===== src/rtl/i2cs_pkg.sv =====
package i2cs_pkg;
  // Decoder phases of the serial engine
  typedef enum logic [2:0] {
    ST_IDLE,
    ST_ADDR,
    ST_CMD,
    ST_WDATA,
    ST_RDATA
  } i2cs_state_e;

  localparam int BYTE_W = 8;
  // Width of the register field carried in the command byte
  localparam int PTR_W = 6;
  // Bit counter spans 0..9 (eight data bits plus the acknowledge slot)
  localparam int BCNT_W = 4;
  localparam logic [BCNT_W-1:0] ACK_SLOT = 4'd8;
  localparam logic [BCNT_W-1:0] ACK_DONE = 4'd9;
endpackage


===== src/rtl/i2cs_sync.sv =====
module i2cs_sync #(
  parameter int STAGES = 2
) (
  input  logic clk,
  input  logic rst,
  input  logic din,
  output logic q,
  output logic q_prev
);
  // STAGES flops for metastability, one more for edge detection
  logic [STAGES:0] chain_q;

  always_ff @(posedge clk) begin
    if (rst) chain_q <= '1;
    else     chain_q <= {chain_q[STAGES-1:0], din};
  end

  assign q      = chain_q[STAGES-1];
  assign q_prev = chain_q[STAGES];
endmodule


===== src/rtl/i2cs_regbank.sv =====
module i2cs_regbank
  import i2cs_pkg::*;
#(
  parameter int NREGS = 16
) (
  input  logic              clk,
  input  logic              rst,
  input  logic              we,
  input  logic [PTR_W-1:0]  waddr,
  input  logic [BYTE_W-1:0] wdata,
  input  logic [PTR_W-1:0]  raddr,
  output logic [BYTE_W-1:0] rdata
);
  localparam int IDX_W = (NREGS > 1) ? $clog2(NREGS) : 1;
  localparam logic [PTR_W:0] LIMIT = (PTR_W+1)'(NREGS);

  logic [BYTE_W-1:0] regs_q [NREGS];
  logic              w_ok;
  logic              r_ok;

  assign w_ok = ({1'b0, waddr} < LIMIT);
  assign r_ok = ({1'b0, raddr} < LIMIT);

  // Flop-based bank: needs a reset value and a same-cycle read
  always_ff @(posedge clk) begin
    if (rst) begin
      for (int i = 0; i < NREGS; i++) regs_q[i] <= '0;
    end else if (we && w_ok) begin
      regs_q[waddr[IDX_W-1:0]] <= wdata;
    end
  end

  assign rdata = r_ok ? regs_q[raddr[IDX_W-1:0]] : '0;
endmodule


===== src/rtl/i2cs_engine.sv =====
module i2cs_engine
  import i2cs_pkg::*;
#(
  parameter int          NREGS    = 16,
  parameter logic [6:0]  DEV_ADDR = 7'h48
) (
  input  logic              clk,
  input  logic              rst,
  input  logic              addr_sel,
  input  logic              scl_s,
  input  logic              scl_d,
  input  logic              sda_s,
  input  logic              sda_d,
  input  logic [BYTE_W-1:0] rd_data,
  output logic [PTR_W-1:0]  rd_ptr,
  output logic              wr_en,
  output logic [PTR_W-1:0]  wr_ptr,
  output logic [BYTE_W-1:0] wr_data,
  output logic              sda_oe,
  output i2cs_state_e       state_o,
  output logic [BCNT_W-1:0] bitcnt_o,
  output logic [PTR_W-1:0]  ptr_o
);
  localparam logic [PTR_W:0] LIMIT = (PTR_W+1)'(NREGS);

  i2cs_state_e       state_q;
  logic [BCNT_W-1:0] bitcnt_q;
  logic [BYTE_W-1:0] shreg_q;
  logic [BYTE_W-1:0] tx_q;
  logic [PTR_W-1:0]  ptr_q;
  logic              rw_q;
  logic              cmd_ok_q;

  logic [6:0] my_addr;
  logic       start_ev;
  logic       stop_ev;
  logic       scl_rise;
  logic       scl_fall;

  assign my_addr  = {DEV_ADDR[6:1], DEV_ADDR[0] ^ addr_sel};
  assign start_ev = scl_s & scl_d & sda_d & ~sda_s;
  assign stop_ev  = scl_s & scl_d & ~sda_d & sda_s;
  assign scl_rise = scl_s & ~scl_d;
  assign scl_fall = ~scl_s & scl_d;

  // A read looks one register ahead once it is streaming
  assign rd_ptr  = (state_q == ST_RDATA) ? ptr_q + 1'b1 : ptr_q;
  assign wr_ptr  = ptr_q;
  assign wr_data = shreg_q;
  assign wr_en   = (state_q == ST_WDATA) && scl_fall && (bitcnt_q == ACK_SLOT)
                   && cmd_ok_q && ({1'b0, ptr_q} < LIMIT);

  always_ff @(posedge clk) begin
    if (rst) begin
      state_q  <= ST_IDLE;
      bitcnt_q <= '0;
      shreg_q  <= '0;
      tx_q     <= '0;
      ptr_q    <= '0;
      rw_q     <= 1'b0;
      cmd_ok_q <= 1'b0;
      sda_oe   <= 1'b0;
    end else if (start_ev) begin
      state_q  <= ST_ADDR;
      bitcnt_q <= '0;
      sda_oe   <= 1'b0;
    end else if (stop_ev) begin
      state_q  <= ST_IDLE;
      bitcnt_q <= '0;
      sda_oe   <= 1'b0;
    end else if (state_q != ST_IDLE) begin
      if (scl_rise) begin
        shreg_q <= {shreg_q[BYTE_W-2:0], sda_s};
        if (bitcnt_q != ACK_DONE) bitcnt_q <= bitcnt_q + 1'b1;
      end else if (scl_fall) begin
        if (bitcnt_q == ACK_SLOT) begin
          // Eight bits have passed: decide the acknowledge slot
          case (state_q)
            ST_ADDR: begin
              if (shreg_q[7:1] == my_addr) begin
                rw_q   <= shreg_q[0];
                sda_oe <= 1'b1;
              end else begin
                state_q <= ST_IDLE;
              end
            end
            ST_CMD: begin
              ptr_q    <= shreg_q[PTR_W-1:0];
              cmd_ok_q <= (shreg_q[7:6] == 2'b00);
              sda_oe   <= 1'b1;
            end
            ST_WDATA: begin
              ptr_q  <= ptr_q + 1'b1;
              sda_oe <= 1'b1;
            end
            ST_RDATA: sda_oe <= 1'b0;
            default: ;
          endcase
        end else if (bitcnt_q == ACK_DONE) begin
          bitcnt_q <= '0;
          sda_oe   <= 1'b0;
          case (state_q)
            ST_ADDR: begin
              if (rw_q) begin
                state_q <= ST_RDATA;
                tx_q    <= rd_data;
                sda_oe  <= ~rd_data[7];
              end else begin
                state_q <= ST_CMD;
              end
            end
            ST_CMD: state_q <= ST_WDATA;
            ST_RDATA: begin
              if (!shreg_q[0]) begin
                ptr_q  <= ptr_q + 1'b1;
                tx_q   <= rd_data;
                sda_oe <= ~rd_data[7];
              end else begin
                state_q <= ST_IDLE;
              end
            end
            default: ;
          endcase
        end else if (state_q == ST_RDATA && bitcnt_q != '0) begin
          sda_oe <= ~tx_q[6];
          tx_q   <= {tx_q[6:0], 1'b0};
        end
      end
    end
  end

  assign state_o  = state_q;
  assign bitcnt_o = bitcnt_q;
  assign ptr_o    = ptr_q;
endmodule


===== src/rtl/i2c_reg_slave.sv =====
module i2c_reg_slave
  import i2cs_pkg::*;
#(
  parameter int         NREGS       = 16,
  parameter int         SYNC_STAGES = 2,
  parameter logic [6:0] DEV_ADDR    = 7'h48
) (
  input  logic clk,
  input  logic rst,
  input  logic addr_sel,
  input  logic scl_i,
  input  logic sda_i,
  output logic sda_oe
);
  localparam int NLINES = 2;

  logic [NLINES-1:0] line_raw;
  logic [NLINES-1:0] line_s;
  logic [NLINES-1:0] line_d;
  logic scl_s, scl_d, sda_s, sda_d;

  assign line_raw = {scl_i, sda_i};

  for (genvar g = 0; g < NLINES; g++) begin : g_sync
    i2cs_sync #(.STAGES(SYNC_STAGES)) u_sync (
      .clk    (clk),
      .rst    (rst),
      .din    (line_raw[g]),
      .q      (line_s[g]),
      .q_prev (line_d[g])
    );
  end

  assign scl_s = line_s[1];
  assign scl_d = line_d[1];
  assign sda_s = line_s[0];
  assign sda_d = line_d[0];

  logic [BYTE_W-1:0] rd_data;
  logic [PTR_W-1:0]  rd_ptr;
  logic              wr_en;
  logic [PTR_W-1:0]  wr_ptr;
  logic [BYTE_W-1:0] wr_data;
  i2cs_state_e       eng_state;
  logic [BCNT_W-1:0] eng_bitcnt;
  logic [PTR_W-1:0]  eng_ptr;

  i2cs_engine #(.NREGS(NREGS), .DEV_ADDR(DEV_ADDR)) u_engine (
    .clk      (clk),
    .rst      (rst),
    .addr_sel (addr_sel),
    .scl_s    (scl_s),
    .scl_d    (scl_d),
    .sda_s    (sda_s),
    .sda_d    (sda_d),
    .rd_data  (rd_data),
    .rd_ptr   (rd_ptr),
    .wr_en    (wr_en),
    .wr_ptr   (wr_ptr),
    .wr_data  (wr_data),
    .sda_oe   (sda_oe),
    .state_o  (eng_state),
    .bitcnt_o (eng_bitcnt),
    .ptr_o    (eng_ptr)
  );

  i2cs_regbank #(.NREGS(NREGS)) u_bank (
    .clk   (clk),
    .rst   (rst),
    .we    (wr_en),
    .waddr (wr_ptr),
    .wdata (wr_data),
    .raddr (rd_ptr),
    .rdata (rd_data)
  );
endmodule


===== config.mk =====
export PLATFORM = sky130hd
export DESIGN_NAME = i2c_reg_slave
export DESIGN_NICKNAME = d
export VERILOG_FILES = /design/src/rtl/i2cs_pkg.sv /design/src/rtl/i2cs_sync.sv /design/src/rtl/i2cs_regbank.sv /design/src/rtl/i2cs_engine.sv /design/src/rtl/i2c_reg_slave.sv
export SDC_FILE = /design/constraint.sdc
export NUM_CORES = 1
export LEC_CHECK = 0
export BUFFER_PORTS_ARGS = -buffer_cell sky130_fd_sc_hd__buf_2
export CAP_MARGIN = 20
export CORE_UTILIZATION = 40
export DETAILED_ROUTE_END_ITERATION = 6
export PLACE_DENSITY_LB_ADDON = 0.25
export REMOVE_ABC_BUFFERS = 1
export SLEW_MARGIN = 0
export SYNTH_ARGS = -nofsm -noshare
export SYNTH_HDL_FRONTEND = slang
export SYNTH_SLANG_ARGS = --single-unit

===== constraint.sdc =====
create_clock -name clk -period 3.81 [get_ports clk]
set_input_delay 0.5715 -clock clk [delete_from_list [all_inputs] [get_ports clk]]
set_output_delay 0.5715 -clock clk [all_outputs]
set_load 0.1 [all_outputs]

==> results.py <==
metrics = {
    "run_status": {
        "outcome": "finished clean",
    },
    "floorplanning": {
        "num_rows": 56,
        "die_width_um": 157,
        "start_util_pct": 40.7,
        "dieArea_mm2": 0.0245,
        "ioPinCount": 6,
        "core_mm2": 0.0235,
        "chipHeight_um": 157,
    },
    "power": {
        "power.share.switching_pct": 22.3,
        "switchingPower_uw": 890,
        "p_comb_share_pct": 3.6,
        "power.leakage_nw": 3.42,
        "irDropWorstVdd_mv": 0.211,
        "pwr-share-seq_pct": 51.3,
        "internal_power_mw": 3.11,
        "p_per_area_mw_per_mm2": 377,
        "power.share.clock_pct": 45.1,
    },
    "hold_path": {
        "min_path_cells": 2,
        "min_from": "scl_i",
        "hold_class": "in -> reg",
    },
    "clock_network": {
        "root_buffer": "clkbuf_16",
        "numCtsBuffers": 17,
        "clock_latency_ps": 440,
        "cts_buffer_depth": 2,
        "h-tree-depth": 4,
        "cts_resized": 0,
        "path_clk_slew_ps": 70,
        "postCtsSetupBuffers": 0,
        "cts_tree": "done",
        "cts_hold_buf": 0,
        "clock_sinks": 165,
    },
    "flow_run": {
        "maxCapViolCount": 0,
    },
    "timing": {
        "relSlewSlack_pct": 40.9,
        "hold_ws_ps": 310,
        "fmax_mhz": 310,
        "report.final.slew_viol_count": 0,
        "skew_ps": 10.8,
        "hold_violations": 0,
        "finalCritPeriodShare_pct": 84.8,
        "tightestPinTransition_ps": 864,
        "rsz0062_at_grt": "no",
        "finalSetupViolations": 0,
        "min_period_ps": 3230,
    },
    "worst_setup_path": {
        "reg2regPathDepth": 8,
        "crit_path_start_kind": "flop",
        "worstSetupPathDepth": 8,
        "timing.critical_path.mode_cell": "nand2_1",
        "startpoint": "u_engine.bitcnt_o[0]",
        "path_class": "reg -> reg",
        "path_buf_inv": 2,
        "worstSetupEndpointType": "flop",
        "critPathMaxStageDelay_ps": 490,
        "crit_path_top_delay_cell": "o21ai_0",
        "crit_path_max_fanout": 11,
        "worstPathCellList": "inv_1 -> ha_1 -> nor4bb_1 -> nand2_1 -> nor4_2 -> nand2_1 -> o21ai_0 -> buf_4",
        "cpLargestDelayFamily": "simple AND/OR/NAND/NOR gates",
        "required_ps": 3950,
        "worstPathArrival_ps": 3370,
        "rr_startpoint": "u_engine.bitcnt_o[0]",
    },
    "final_layout": {
        "antennaDiodeCount": 0,
        "final_util_pct": 45.1,
        "final_nets": 854,
        "fin_cells": 1170,
        "num-fill-cells": 2168,
        "drive_gt1_share_pct": 16.1,
        "area_delta_synth_final_pct": 10.8,
    },
    "yosys": {
        "ys_types": 77,
        "synth.avg_cell_area_um2": 11.3,
        "synth-edff-count": 128,
        "ys_warn_count": 0,
        "netlist_instances": 844,
        "synthFlopType": "edfxtp_1",
        "yosysSeqAreaShare_pct": 48.0,
        "netlist_area_mm2": 0.00956,
        "synth-seq-cells": 165,
        "async_flop_share_pct": 0,
    },
    "route": {
        "ant_nets": 0,
        "wl_per_cell_um": 20.9,
        "wl_um": 24500,
        "drc": 0,
        "viasPerCell": 5.67,
        "initialDrtViolationCount": 561,
        "dr.pass1.iters": 4,
        "num_vias": 6638,
    },
    "grt": {
        "grt_start_max_net_pins": 38,
        "antenna_found_initial": 0,
        "grtUsageTotal_pct": 21.2,
        "grt_pass1_wl_um": 38300,
        "first_global_vias": 6382,
        "grt-ovfl-total": 0,
    },
    "place": {
        "dp_cells": 1138,
        "port_buffers": 5,
        "dp_hpwl_um": 16400,
        "gp_congestion": 0.854,
    },
}
[layer usage]
layer,wire length [um],global-route usage [%],up-vias
met5,0,0,-
met4,563,7.94,0
met3,987,3.49,40
met2,11700,34.4,172
met1,11200,28.3,3290
li1,-,-,3136
[power by group through the flow]
stage / clock [mW] / sequential [mW] / combinational [mW]
final: 1.80 / 2.05 / 0.144
after global placement: 0 / 2.09 / 0.143
after detailed placement: 0 / 2.09 / 0.145
after global routing: 1.90 / 2.06 / 0.158
after floorplan: 0 / 2.07 / 0.0946
after CTS: 1.83 / 2.05 / 0.146
[logic make-up after synthesis]
family / Yosys count / synth area share, %
mux: 124 / 16.6
fa+ha+maj: 12 / 1.55
xor+xnor: 6 / 0.550
simple gates: 296 / 17.8
compound gates: 150 / 11.2
flops: 165 / 48.0
buf+inv: 91 / 4.29
[synthesized netlist by cell type (all sizes together) (3+ instances only)]
library cell	number	share of area, %
o31ai	3	0.24
nand4	4	0.26
xor2	4	0.37
nor2b	8	0.52
or3	6	0.39
o221ai	5	0.46
or2	10	0.68
a21oi	26	1.4
nand2b	6	0.39
o22a	5	0.46
buf	32	2.0
or3b	3	0.30
nand3b	3	0.24
o22ai	6	0.39
mux2i	96	10
nor3b	3	0.29
o21a	8	0.63
dfxtp	37	7.8
ha	11	1.4
o211ai	9	0.76
nand3	8	0.42
a311oi	6	0.55
nor4	9	0.81
o21ai	31	1.6
and2	118	7.7
o2111ai	3	0.28
edfxtp	128	40
nand2	42	1.6
mux4	26	6.3
a31oi	4	0.26
a211oi	17	1.4
a2111oi	9	0.96
inv	18	0.71
o221a	4	0.47
clkbuf	40	1.6
nor2	40	1.6
nor3	26	1.5
[worst paths after layout]
check	endpoint	slack, ps
worst max register to register	u_bank.regs_q[14][3]	580
worst max-delay path	u_bank.regs_q[14][3]	580
worst min register to register	g_sync[0].u_sync.chain_q[1]	420
worst min-delay path	g_sync[1].u_sync.chain_q[0]	310
[state kept, by name, summed over array words and instances, names as in the netlist, 3 cells and up]
register	cells
u_engine.wr_data	8
u_bank.regs_q	128
u_engine.ptr_o	6
u_engine.bitcnt_o	4
u_engine.tx_q	7
u_engine.state_o	3
g_sync.u_sync.chain_q	6
[cell usage in the layout, fill, tap and decap left out, drive strengths merged, types with 10 or more instances in the layout]
cell type and instances:
or2 10, nor2 40, nor3 26, inv 22, dfxtp 37, edfxtp 128
clkbuf 17, ha 11, mux2i 96, a21oi 26, and2 118, nand2 42
mux4 26, a211oi 17, buf 47, o21ai 31
[metrics by stage]
| step | setup TNS (ps) | power, mW | cell area, um2 | setup slack [ps] |
|---|---|---|---|---|
| floorplan | -12950 | 2.17 | 9220 | -1800 |
| global placement | 0 | 2.23 | 9990 | 695 |
| global route | 0 | 4.11 | 10600 | 305 |
| finish | 0 | 4.00 | 10600 | 580 |
| detailed placement | 0 | 2.23 | 9990 | 652 |
| CTS | 0 | 4.03 | 10600 | 632 |
[cell type report]
type,instances,area [um2],area share (%)
sequential,165,4590,43.3
multi-input combinational,588,4580,43.2
clock buffer,17,425,4.02
tap,319,399,3.77
timing repair buffer,47,353,3.33
clock inverter,15,178,1.68
inverter,19,71.3,0.673
Power figures use the tool's default switching activity.
